===== src/rtl/uart_irq_pkg.sv =====
package uart_irq_pkg;
    localparam int NSRC = 9;
    localparam int NLVL = 3;

    localparam int B_RXL = 0;
    localparam int B_TXL = 1;
    localparam int B_TMO = 2;
    localparam int B_FRM = 3;
    localparam int B_PAR = 4;
    localparam int B_BRK = 5;
    localparam int B_OVR = 6;
    localparam int B_CTS = 7;
    localparam int B_EOT = 8;

    localparam int L_RX  = 0;
    localparam int L_TX  = 1;
    localparam int L_EOT = 2;

    localparam logic [1:0] A_RAW = 2'd0;
    localparam logic [1:0] A_MSK = 2'd1;
    localparam logic [1:0] A_ENA = 2'd2;
    localparam logic [1:0] A_CLR = 2'd3;

    typedef struct packed {
        logic [NSRC-1:0] mask;
        logic [NLVL-1:0] lvl_prev;
    } agg_state_t;
endpackage


===== src/rtl/irq_cts_detect.sv =====
module irq_cts_detect #(
    parameter int STAGES = 2
) (
    input  logic clk_i,
    input  logic rst_ni,
    input  logic pin_i,
    output logic chg_o
);
    typedef struct packed {
        logic [STAGES-1:0] sync;
        logic              prev;
    } cts_state_t;

    cts_state_t st_d, st_q;

    always_comb begin
        st_d      = st_q;
        st_d.sync = {st_q.sync[STAGES-2:0], pin_i};
        st_d.prev = st_q.sync[STAGES-1];
    end

    always_ff @(posedge clk_i or negedge rst_ni) begin
        if (!rst_ni) st_q <= '0;
        else         st_q <= st_d;
    end

    assign chg_o = st_q.sync[STAGES-1] ^ st_q.prev;
endmodule


===== src/rtl/irq_status_cell.sv =====
module irq_status_cell (
    input  logic clk_i,
    input  logic rst_ni,
    input  logic set_i,
    input  logic release_i,
    input  logic clr_i,
    output logic bit_o
);
    logic bit_d, bit_q;

    always_comb begin
        bit_d = bit_q & ~clr_i & ~release_i;
        if (set_i) bit_d = 1'b1;
    end

    always_ff @(posedge clk_i or negedge rst_ni) begin
        if (!rst_ni) bit_q <= 1'b0;
        else         bit_q <= bit_d;
    end

    assign bit_o = bit_q;
endmodule


===== src/rtl/uart_irq_agg.sv =====
module uart_irq_agg
    import uart_irq_pkg::*;
#(
    parameter int REG_W       = 32,
    parameter int SYNC_STAGES = 2
) (
    input  logic             clk_i,
    input  logic             rst_ni,
    input  logic             evt_overrun_i,
    input  logic             evt_break_i,
    input  logic             evt_parity_i,
    input  logic             evt_framing_i,
    input  logic             evt_rx_tmo_i,
    input  logic             rx_fifo_empty_i,
    input  logic             rx_at_trig_i,
    input  logic             tx_at_trig_i,
    input  logic             tx_line_idle_i,
    input  logic             tx_fifo_empty_i,
    input  logic             cts_i,
    input  logic             rx_dma_done_i,
    input  logic             tx_dma_done_i,
    input  logic [1:0]       reg_addr_i,
    input  logic             reg_wr_i,
    input  logic [REG_W-1:0] reg_wdata_i,
    output logic [REG_W-1:0] reg_rdata_o,
    output logic             irq_o
);
    localparam int PAD_W = REG_W - NSRC;

    agg_state_t      state_d, state_q;
    logic [NSRC-1:0] raw_q;
    logic [NSRC-1:0] set_v, rel_v, clr_v;
    logic [NSRC-1:0] masked;
    logic [NLVL-1:0] lvl_now, lvl_rise;
    logic            cts_chg;
    logic            unused_wdata_hi;

    assign unused_wdata_hi = ^reg_wdata_i[REG_W-1:NSRC];

    irq_cts_detect #(.STAGES(SYNC_STAGES)) u_cts (
        .clk_i  (clk_i),
        .rst_ni (rst_ni),
        .pin_i  (cts_i),
        .chg_o  (cts_chg)
    );

    always_comb begin
        lvl_now        = '0;
        lvl_now[L_RX]  = rx_at_trig_i;
        lvl_now[L_TX]  = tx_at_trig_i;
        lvl_now[L_EOT] = tx_line_idle_i & tx_fifo_empty_i;
        lvl_rise       = lvl_now & ~state_q.lvl_prev;

        set_v        = '0;
        set_v[B_RXL] = lvl_rise[L_RX];
        set_v[B_TXL] = lvl_rise[L_TX];
        set_v[B_TMO] = evt_rx_tmo_i;
        set_v[B_FRM] = evt_framing_i;
        set_v[B_PAR] = evt_parity_i;
        set_v[B_BRK] = evt_break_i;
        set_v[B_OVR] = evt_overrun_i;
        set_v[B_CTS] = cts_chg;
        set_v[B_EOT] = lvl_rise[L_EOT];

        rel_v        = '0;
        rel_v[B_RXL] = ~lvl_now[L_RX];
        rel_v[B_TXL] = ~lvl_now[L_TX];
        rel_v[B_TMO] = rx_fifo_empty_i;
        rel_v[B_EOT] = ~lvl_now[L_EOT];

        clr_v = (reg_wr_i && reg_addr_i == A_CLR) ? reg_wdata_i[NSRC-1:0] : '0;

        state_d          = state_q;
        state_d.lvl_prev = lvl_now;
        if (reg_wr_i && reg_addr_i == A_MSK) state_d.mask = reg_wdata_i[NSRC-1:0];
    end

    always_ff @(posedge clk_i or negedge rst_ni) begin
        if (!rst_ni) state_q <= '0;
        else         state_q <= state_d;
    end

    for (genvar i = 0; i < NSRC; i++) begin : g_cell
        irq_status_cell u_cell (
            .clk_i     (clk_i),
            .rst_ni    (rst_ni),
            .set_i     (set_v[i]),
            .release_i (rel_v[i]),
            .clr_i     (clr_v[i]),
            .bit_o     (raw_q[i])
        );
    end

    assign masked = raw_q & state_q.mask;
    assign irq_o  = (|masked) | rx_dma_done_i | tx_dma_done_i;

    always_comb begin
        unique case (reg_addr_i)
            A_RAW:   reg_rdata_o = {{PAD_W{1'b0}}, raw_q};
            A_MSK:   reg_rdata_o = {{PAD_W{1'b0}}, state_q.mask};
            A_ENA:   reg_rdata_o = {{PAD_W{1'b0}}, masked};
            default: reg_rdata_o = '0;
        endcase
    end
endmodule


===== config.mk =====
export PLATFORM = sky130hd
export DESIGN_NAME = uart_irq_agg
export DESIGN_NICKNAME = d
export VERILOG_FILES = /design/src/rtl/uart_irq_pkg.sv /design/src/rtl/irq_cts_detect.sv /design/src/rtl/irq_status_cell.sv /design/src/rtl/uart_irq_agg.sv
export SDC_FILE = /design/constraint.sdc
export NUM_CORES = 1
export LEC_CHECK = 0
export ABC_AREA = 1
export BUFFER_PORTS_ARGS = -buffer_cell sky130_fd_sc_hd__buf_2
export CORE_UTILIZATION = 43
export DETAILED_ROUTE_END_ITERATION = 8
export PLACE_DENSITY = 0.77
export SYNTH_ARGS = -nofsm -noshare
export SYNTH_HDL_FRONTEND = slang
export SYNTH_SLANG_ARGS = --single-unit

===== constraint.sdc =====
create_clock -name clk_i -period 1.1 [get_ports clk_i]
set_clock_uncertainty 0.1 [all_clocks]
set_input_delay 0.22 -clock clk_i [delete_from_list [all_inputs] [get_ports clk_i]]
set_output_delay 0.22 -clock clk_i [all_outputs]
set_load 0.05 [all_outputs]

==> results of run 1 <==
per-layer routing:
metal	GRT usage	vias to the layer above	share of wire	routed length (µm)
met2	0.291	52	0.49	1320
met5	0	-	0	0
met3	0.0198	7	0.052	139
met1	0.205	507	0.44	1180
li1	-	595	-	-
met4	0.0884	0	0.023	63
Yosys cell counts:
cell	instances	area [µm²]
o21ai_1	1	5.00
xnor2_1	1	8.76
dfrtp_1	24	601
nand3_4	1	17.5
buf_8	1	15.0
or2_2	1	6.26
nand3b_1	1	7.51
nand4_1	3	18.8
nor2_1	5	18.8
nand2_2	1	6.26
conb_1	1	3.75
o21ai_0	16	80.1
buf_6	1	11.3
o21ai_2	8	70.1
buf_4	23	173
nand3_1	4	20.0
inv_2	1	3.75
inv_1	28	105
nand2_1	51	191
registers in the layout, indices dropped and copies added (netlist names):
signal and count:
u_cts.st_d 2, state_q 12, g_cell.u_cell.bit_o 9, u_cts.st_q 1
cells by family after synthesis:
group                  Yosys count
other                            1
buffers and inverters           54
XOR/XNOR                         1
AO/OA/AOI/OAI                   25
flip-flops                      24
AND/OR/NAND/NOR                 67
final cells by class:
type / instances / area (µm²)
clock buffers: 3 / 22.5
fillers: 276 / 1200
flip-flops and latches: 24 / 601
repair buffers: 57 / 469
multi-input cells: 116 / 568
well taps: 44 / 55.1
inverters: 29 / 111
worst register-to-register path, cell delays in order, from the launching register on:
cell,delay (ns)
dfrtp_1,0.38
inv_2,0.04
buf_4,0.12
buf_4,0.12
nor2_1,0.06
o21ai_0,0.07
nand2_1,0.06
how the worst max path moves through the flow:
stage / from / end / slack (ns) / cells past startpoint
finish: state_q[6] / irq_o / -0.48 / 5
global placement: reg_addr_i[0] / reg_rdata_o[4] / -0.26 / 5
detailed placement: reg_addr_i[0] / reg_rdata_o[4] / -0.28 / 5
global route: state_q[11] / irq_o / -0.54 / 5
floorplan: g_cell[5].u_cell.bit_o / irq_o / -0.17 / 4
CTS: g_cell[1].u_cell.bit_o / irq_o / -0.47 / 5
what timing repair did:
item                       4_1_cts  5_1_grt
hold buffers                     9        0
resized for setup               30        8
pin swaps                        8        4
setup endpoints to repair       10       10
hold endpoints to repair        32        0
setup buffers                    3        1
power groups by stage:
stage / Combinational [mW] / Sequential, mW / Clock, mW
3_5_place_dp: 0.731 / 1.04 / 0
3_3_place_gp: 0.723 / 1.03 / 0
2_1_floorplan: 0.622 / 1.02 / 0
5_1_grt: 0.956 / 1.04 / 0.434
6_report: 0.889 / 1.03 / 0.385
4_1_cts: 0.857 / 1.02 / 0.389
==> impl_metrics.tcl, run 1 <==
set metrics [dict create \
    outcome "finished, violations left" \
    violations "negative setup slack" \
    insertedDiodeCount 0 \
    cts_buffer_depth 2 \
    grt_max_degree 25 \
    r2r-end "g_cell[2].u_cell.bit_o" \
    clock_power_share 0.167 \
    dr.pass1.iters 4 \
    cts_tree "yes" \
    num_rows 20 \
    cts_inserted_buffers 3 \
    seq_power_share 0.446 \
    syn_inst 172 \
    setup_viol 10 \
    synth_simple_gate_area_frac 0.210 \
    drv_slew 0 \
    critPathMaxStageDelay_ns 0.43 \
    nets 281 \
    reg2regPathDepth 6 \
    cp-start-kind "flip-flop" \
    mostFrequentLayoutCell "nand2_1" \
    setup_tns_ns -3.60 \
    grt_first_pass_wirelength_um 4250 \
    io_pins 83 \
    fin_ws_ns -0.476 \
    die_area_mm2 0.00340 \
    ys_seq_area_frac 0.441 \
    rrSetupSlack_ns 0.09 \
    finalInstanceArea_mm2 0.00183 \
    cp_slowest_cell "dfrtp_1" \
    globalRouteTotalUtil 0.168 \
    power.leakage_nw 1.03 \
    antenna_found_initial 0 \
    drt_wl_total_um 2690 \
    cts_num_sinks 24 \
    h-tree-depth 1 \
    die_w_um 58.3 \
    final_layout_size_suffix_gt1_frac 0.349 \
    max_freq_mhz 634 \
    cp_common_cell "nand2_1" \
    synth_compound_area_frac 0.114 \
    wl_per_cell_um 9.87 \
    place_area_mm2 0.00157 \
    min_period_ns 1.58 \
    swShare 0.385 \
    dpl.cell_count 257 \
    power_mw 2.30 \
    critPathKind "flip-flop to output pin" \
    final_cell_count_no_fill 273 \
    dieHeight_um 58.3 \
    synth-seq-cells 24 \
    path_delay_family "flip-flops" \
    crit_buf_inv 1 \
    io_buffers 36 \
    synth-xor-area-share 0.00643 \
    maxCapViolCount 0 \
    min_path_cells 3 \
    utilization 0.603 \
    insertion_delay_ns 0.31 \
    p_comb_frac 0.386 \
    coreArea_mm2 0.00303 \
    hold_class "input port to flip-flop" \
    hold_violations 0 \
    syn_area_per_cell_um2 7.92 \
    area_growth_pct 34.1 \
    powerDensity_mw_per_mm2 1260 \
    hpwl_um 1860 \
    switching_power_mw 0.886 \
    netlist_area_mm2 0.00136 \
    reg2reg_from "g_cell[2].u_cell.bit_o" \
    synth_top_family_by_area "buffers and inverters" \
    crit_required_ns 0.78 \
    drc_errors 0 \
    vias_per_cell 4.25 \
    mostFrequentLayoutCells "51 x nand2_1, 26 x buf_2, 24 x dfrtp_1" \
    whs_endpoint "state_q[2]" \
    first_iter_violations 48 \
    grt_pass1_vias 1062 \
    globalRoute.totalOverflow 0 \
    clkTransAtPathRegs_ns 0.13 \
    place_worst_setup_slack_ns -0.280 \
    hp-start "tx_fifo_empty_i" \
    antenna_left 0 \
    cp.arrival_ns 1.26 \
    synth.mux.area_fraction 0 \
    endpoint_kind "output pin" \
    synthAdderAreaFrac 0 \
    ys_warn_count 0 \
    num_vias 1161 \
    whs_ns 0.0385 \
    initial_core_util 0.450 \
    fin_crit_sh 1.43 \
    cell_internal_pwr_mw 1.41 \
    root_buffer "clkbuf_4" \
    crit_chain "nand2_1 -> nand2_1 -> nor2_1 -> nand3b_1 -> buf_6" \
    peakVddDrop_mv 0.806 \
    rsz0062_at_grt "true" \
    synth_cell_types 19 \
    globalplace.congestion 0.718 \
    critPathMaxFanout 3 \
]
Power figures use the tool's default switching activity.
==> inputs of run 2 (changes only) <==
--- a/config.mk
+++ b/config.mk
@@ -5,9 +5,8 @@
 export SDC_FILE = /design/constraint.sdc
 export NUM_CORES = 1
 export LEC_CHECK = 0
-export ABC_AREA = 1
 export BUFFER_PORTS_ARGS = -buffer_cell sky130_fd_sc_hd__buf_2
-export CORE_UTILIZATION = 43
+export CORE_UTILIZATION = 42
 export DETAILED_ROUTE_END_ITERATION = 8
 export PLACE_DENSITY = 0.77
 export SYNTH_ARGS = -nofsm -noshare
==> run 2 against run 1 <==
Against the previous run:
- register-to-register slack got worse by 0.08 ns
- largest power group unchanged
- via count fell by 11%
- area after synthesis fell by 6.0%
- first-iteration DRC count fell by 25%
- the run ends with design-rule violations, negative setup slack left
- synthesized cell count fell by 35%
- combinational power rose by 17%
- non-clock buffer count rose by 15
==> impl_metrics.tcl, run 2 <==
set metrics [dict create \
    outcome "finished, violations left" \
    violations "design-rule violations, negative setup slack" \
    crit_required_ns 0.78 \
    critPathKind "flip-flop to output pin" \
    hpwl_um 2130 \
    min_period_ns 1.81 \
    n_fill_cell 232 \
    critPathMaxFanout 2 \
    synth-seq-cells 24 \
    max_freq_mhz 554 \
    drc_errors 3 \
    largest_reg_flops 12 \
    wl_met2_um 1550 \
    globalRouteTotalUtil 0.187 \
    cp.arrival_ns 1.49 \
    die_w_um 57.2 \
    fin_crit_sh 1.64 \
    die_area_mm2 0.00328 \
    synth_top_area_share 0.469 \
    num_vias 1030 \
    peakVddDrop_mv 0.613 \
    rrSetupSlack_ns 0.01 \
    reg2regPathDepth 3 \
    utilization 0.669 \
    first_iter_violations 36 \
    coreArea_mm2 0.00283 \
    fin_ws_ns -0.706 \
    min_path_cells 2 \
    cts_inserted_buffers 3 \
    nets 235 \
    setup_viol 10 \
    drt_wl_total_um 2950 \
    antenna_left 0 \
    num_rows 19 \
    wl_met3_um 119 \
    synth_async_sr_flop_share 1.00 \
    io_pins 83 \
    maxCapViolCount 0 \
    synthTopCellsByArea "dfrtp_1 47%, buf_4 13%, mux2_2 7.9%" \
    top_layer "met3" \
    hp-start "reg_wdata_i[1]" \
    endpoint_kind "output pin" \
    register_area_um2 602 \
    reg2reg_from "state_q[3]" \
    grt_first_pass_wirelength_um 4620 \
    insertion_delay_ns 0.31 \
    multi_input_area_um2 638 \
    clkTransAtPathRegs_ns 0.12 \
    io_buffers 36 \
    syn_inst 112 \
    cts_buffer_depth 2 \
    dr.pass1.iters 6 \
    synth.mux.area_fraction 0.0791 \
    whs_ns 0.0254 \
    relSlewSlack 0.642 \
    syn_area_per_cell_um2 11.4 \
    power.leakage_nw 0.967 \
    whs_endpoint "g_cell[1].u_cell.bit_o" \
    regMostFlops "state_q" \
    synth_top_area_cell "dfrtp_1" \
    hold_violations 0 \
    mostFrequentLayoutCell "buf_2" \
    ys_seq_area_frac 0.469 \
    cts_tree "yes" \
    antenna_found_initial 0 \
    synth-xor-area-share 0.00684 \
    synth_ff_type "dfrtp_1" \
    globalRoute.totalOverflow 0 \
    ys_warn_count 0 \
    power_mw 2.47 \
    r2r-end "state_q[3]" \
    synth_most_common_cell "dfrtp_1" \
    root_buffer "clkbuf_4" \
    dieHeight_um 57.2 \
    synth_edf_count 0 \
    cts_num_sinks 24 \
    mostFrequentLayoutCells "26 x buf_2, 23 x conb_1, 23 x dfrtp_1" \
    vias_per_cell 4.81 \
    synthAdderAreaFrac 0 \
    cp-start-kind "flip-flop" \
    wl_per_cell_um 13.8 \
    synth_cell_types 25 \
    netlist_area_mm2 0.00128 \
    grt_pass1_vias 992 \
    rsz0062_at_grt "true" \
    final_layout_size_suffix_gt1_frac 0.497 \
    synth_simple_gate_area_frac 0.105 \
    h-tree-depth 1 \
    powerDensity_mw_per_mm2 1310 \
    area_growth_pct 47.8 \
    synth_top_family_by_area "buffers and inverters" \
    hold_class "input port to flip-flop" \
    ys_top_cells_by_count "24 x dfrtp_1, 23 x buf_4, 9 x a32o_1, 9 x mux2_2, 8 x or2b_1" \
    drv_slew 0 \
    worst_pin_slew_ns 0.537 \
    grt_max_degree 25 \
    initial_core_util 0.453 \
    synth_compound_area_frac 0.166 \
    insertedDiodeCount 0 \
    met1_length_um 1280 \
    globalplace.congestion 0.754 \
]
-- run 2: worst max-delay path by stage --
stage          endpoint                    from  slack, ns
2_1_floorplan     irq_o  g_cell[0].u_cell.bit_o      -0.26
3_3_place_gp      irq_o  g_cell[0].u_cell.bit_o      -0.37
3_5_place_dp      irq_o  g_cell[2].u_cell.bit_o      -0.41
4_1_cts           irq_o  g_cell[2].u_cell.bit_o      -0.73
5_1_grt           irq_o  g_cell[0].u_cell.bit_o      -0.77
6_report          irq_o              state_q[3]      -0.71
-- run 2: where the power goes --
group	switching, mW	leakage (nW)	internal [mW]	total, mW
clock network	0.254	0.0138	0.128	0.382
logic	0.556	0.682	0.481	1.04
registers	0.0816	0.271	0.974	1.06
-- run 2: metal layers --
metal  vias to the layer above  GRT usage
li1                        493          -
met1                       501      0.244
met2                        36      0.321
met3                         0     0.0136
met4                         0     0.0836
met5                         -          0
-- run 2: worst max-delay path: stages, from the launching register on --
cell and delay, ns:
dfrtp_1 0.42, a22o_1 0.23, a221oi_2 0.25, nand3_4 0.11, buf_6 0.17
-- run 2: cell families (layout without fill, tap and decap cells) --
logic type	count (synthesis)	in the layout
AOI/OAI and AO/OA	26	26
xor gates and xnor gates	1	1
buffers and inverters	31	80
DFF	24	24
muxes	9	9
other	1	23
and+or+nand+nor	20	20
-- run 2: cell type report --
cell class / count / area share
Clock buffer: 3 / 0.0119
Inverter: 5 / 0.00991
Multi-Input combinational cell: 79 / 0.337
Sequential cell: 24 / 0.318
Tap cell: 31 / 0.0205
Timing Repair Buffer: 72 / 0.303
-- run 2: per-stage QoR --
step	cells	area (µm²)	setup slack (ns)	TNS, ns
floorplan	134	1450	-0.264	-2.23
global placement	199	1660	-0.369	-6.08
detailed placement	199	1660	-0.414	-6.51
CTS	213	1870	-0.731	-6.04
global route	214	1890	-0.772	-6.47
finish	214	1890	-0.706	-5.96
-- run 2: timing repair --
item,in CTS,in global routing
resized for setup,22,3
setup buffers,0,1
endpoints found under the setup margin,10,11
hold buffers,11,0
gates cloned,0,0
hold endpoints to repair,34,0
pin swaps,1,0
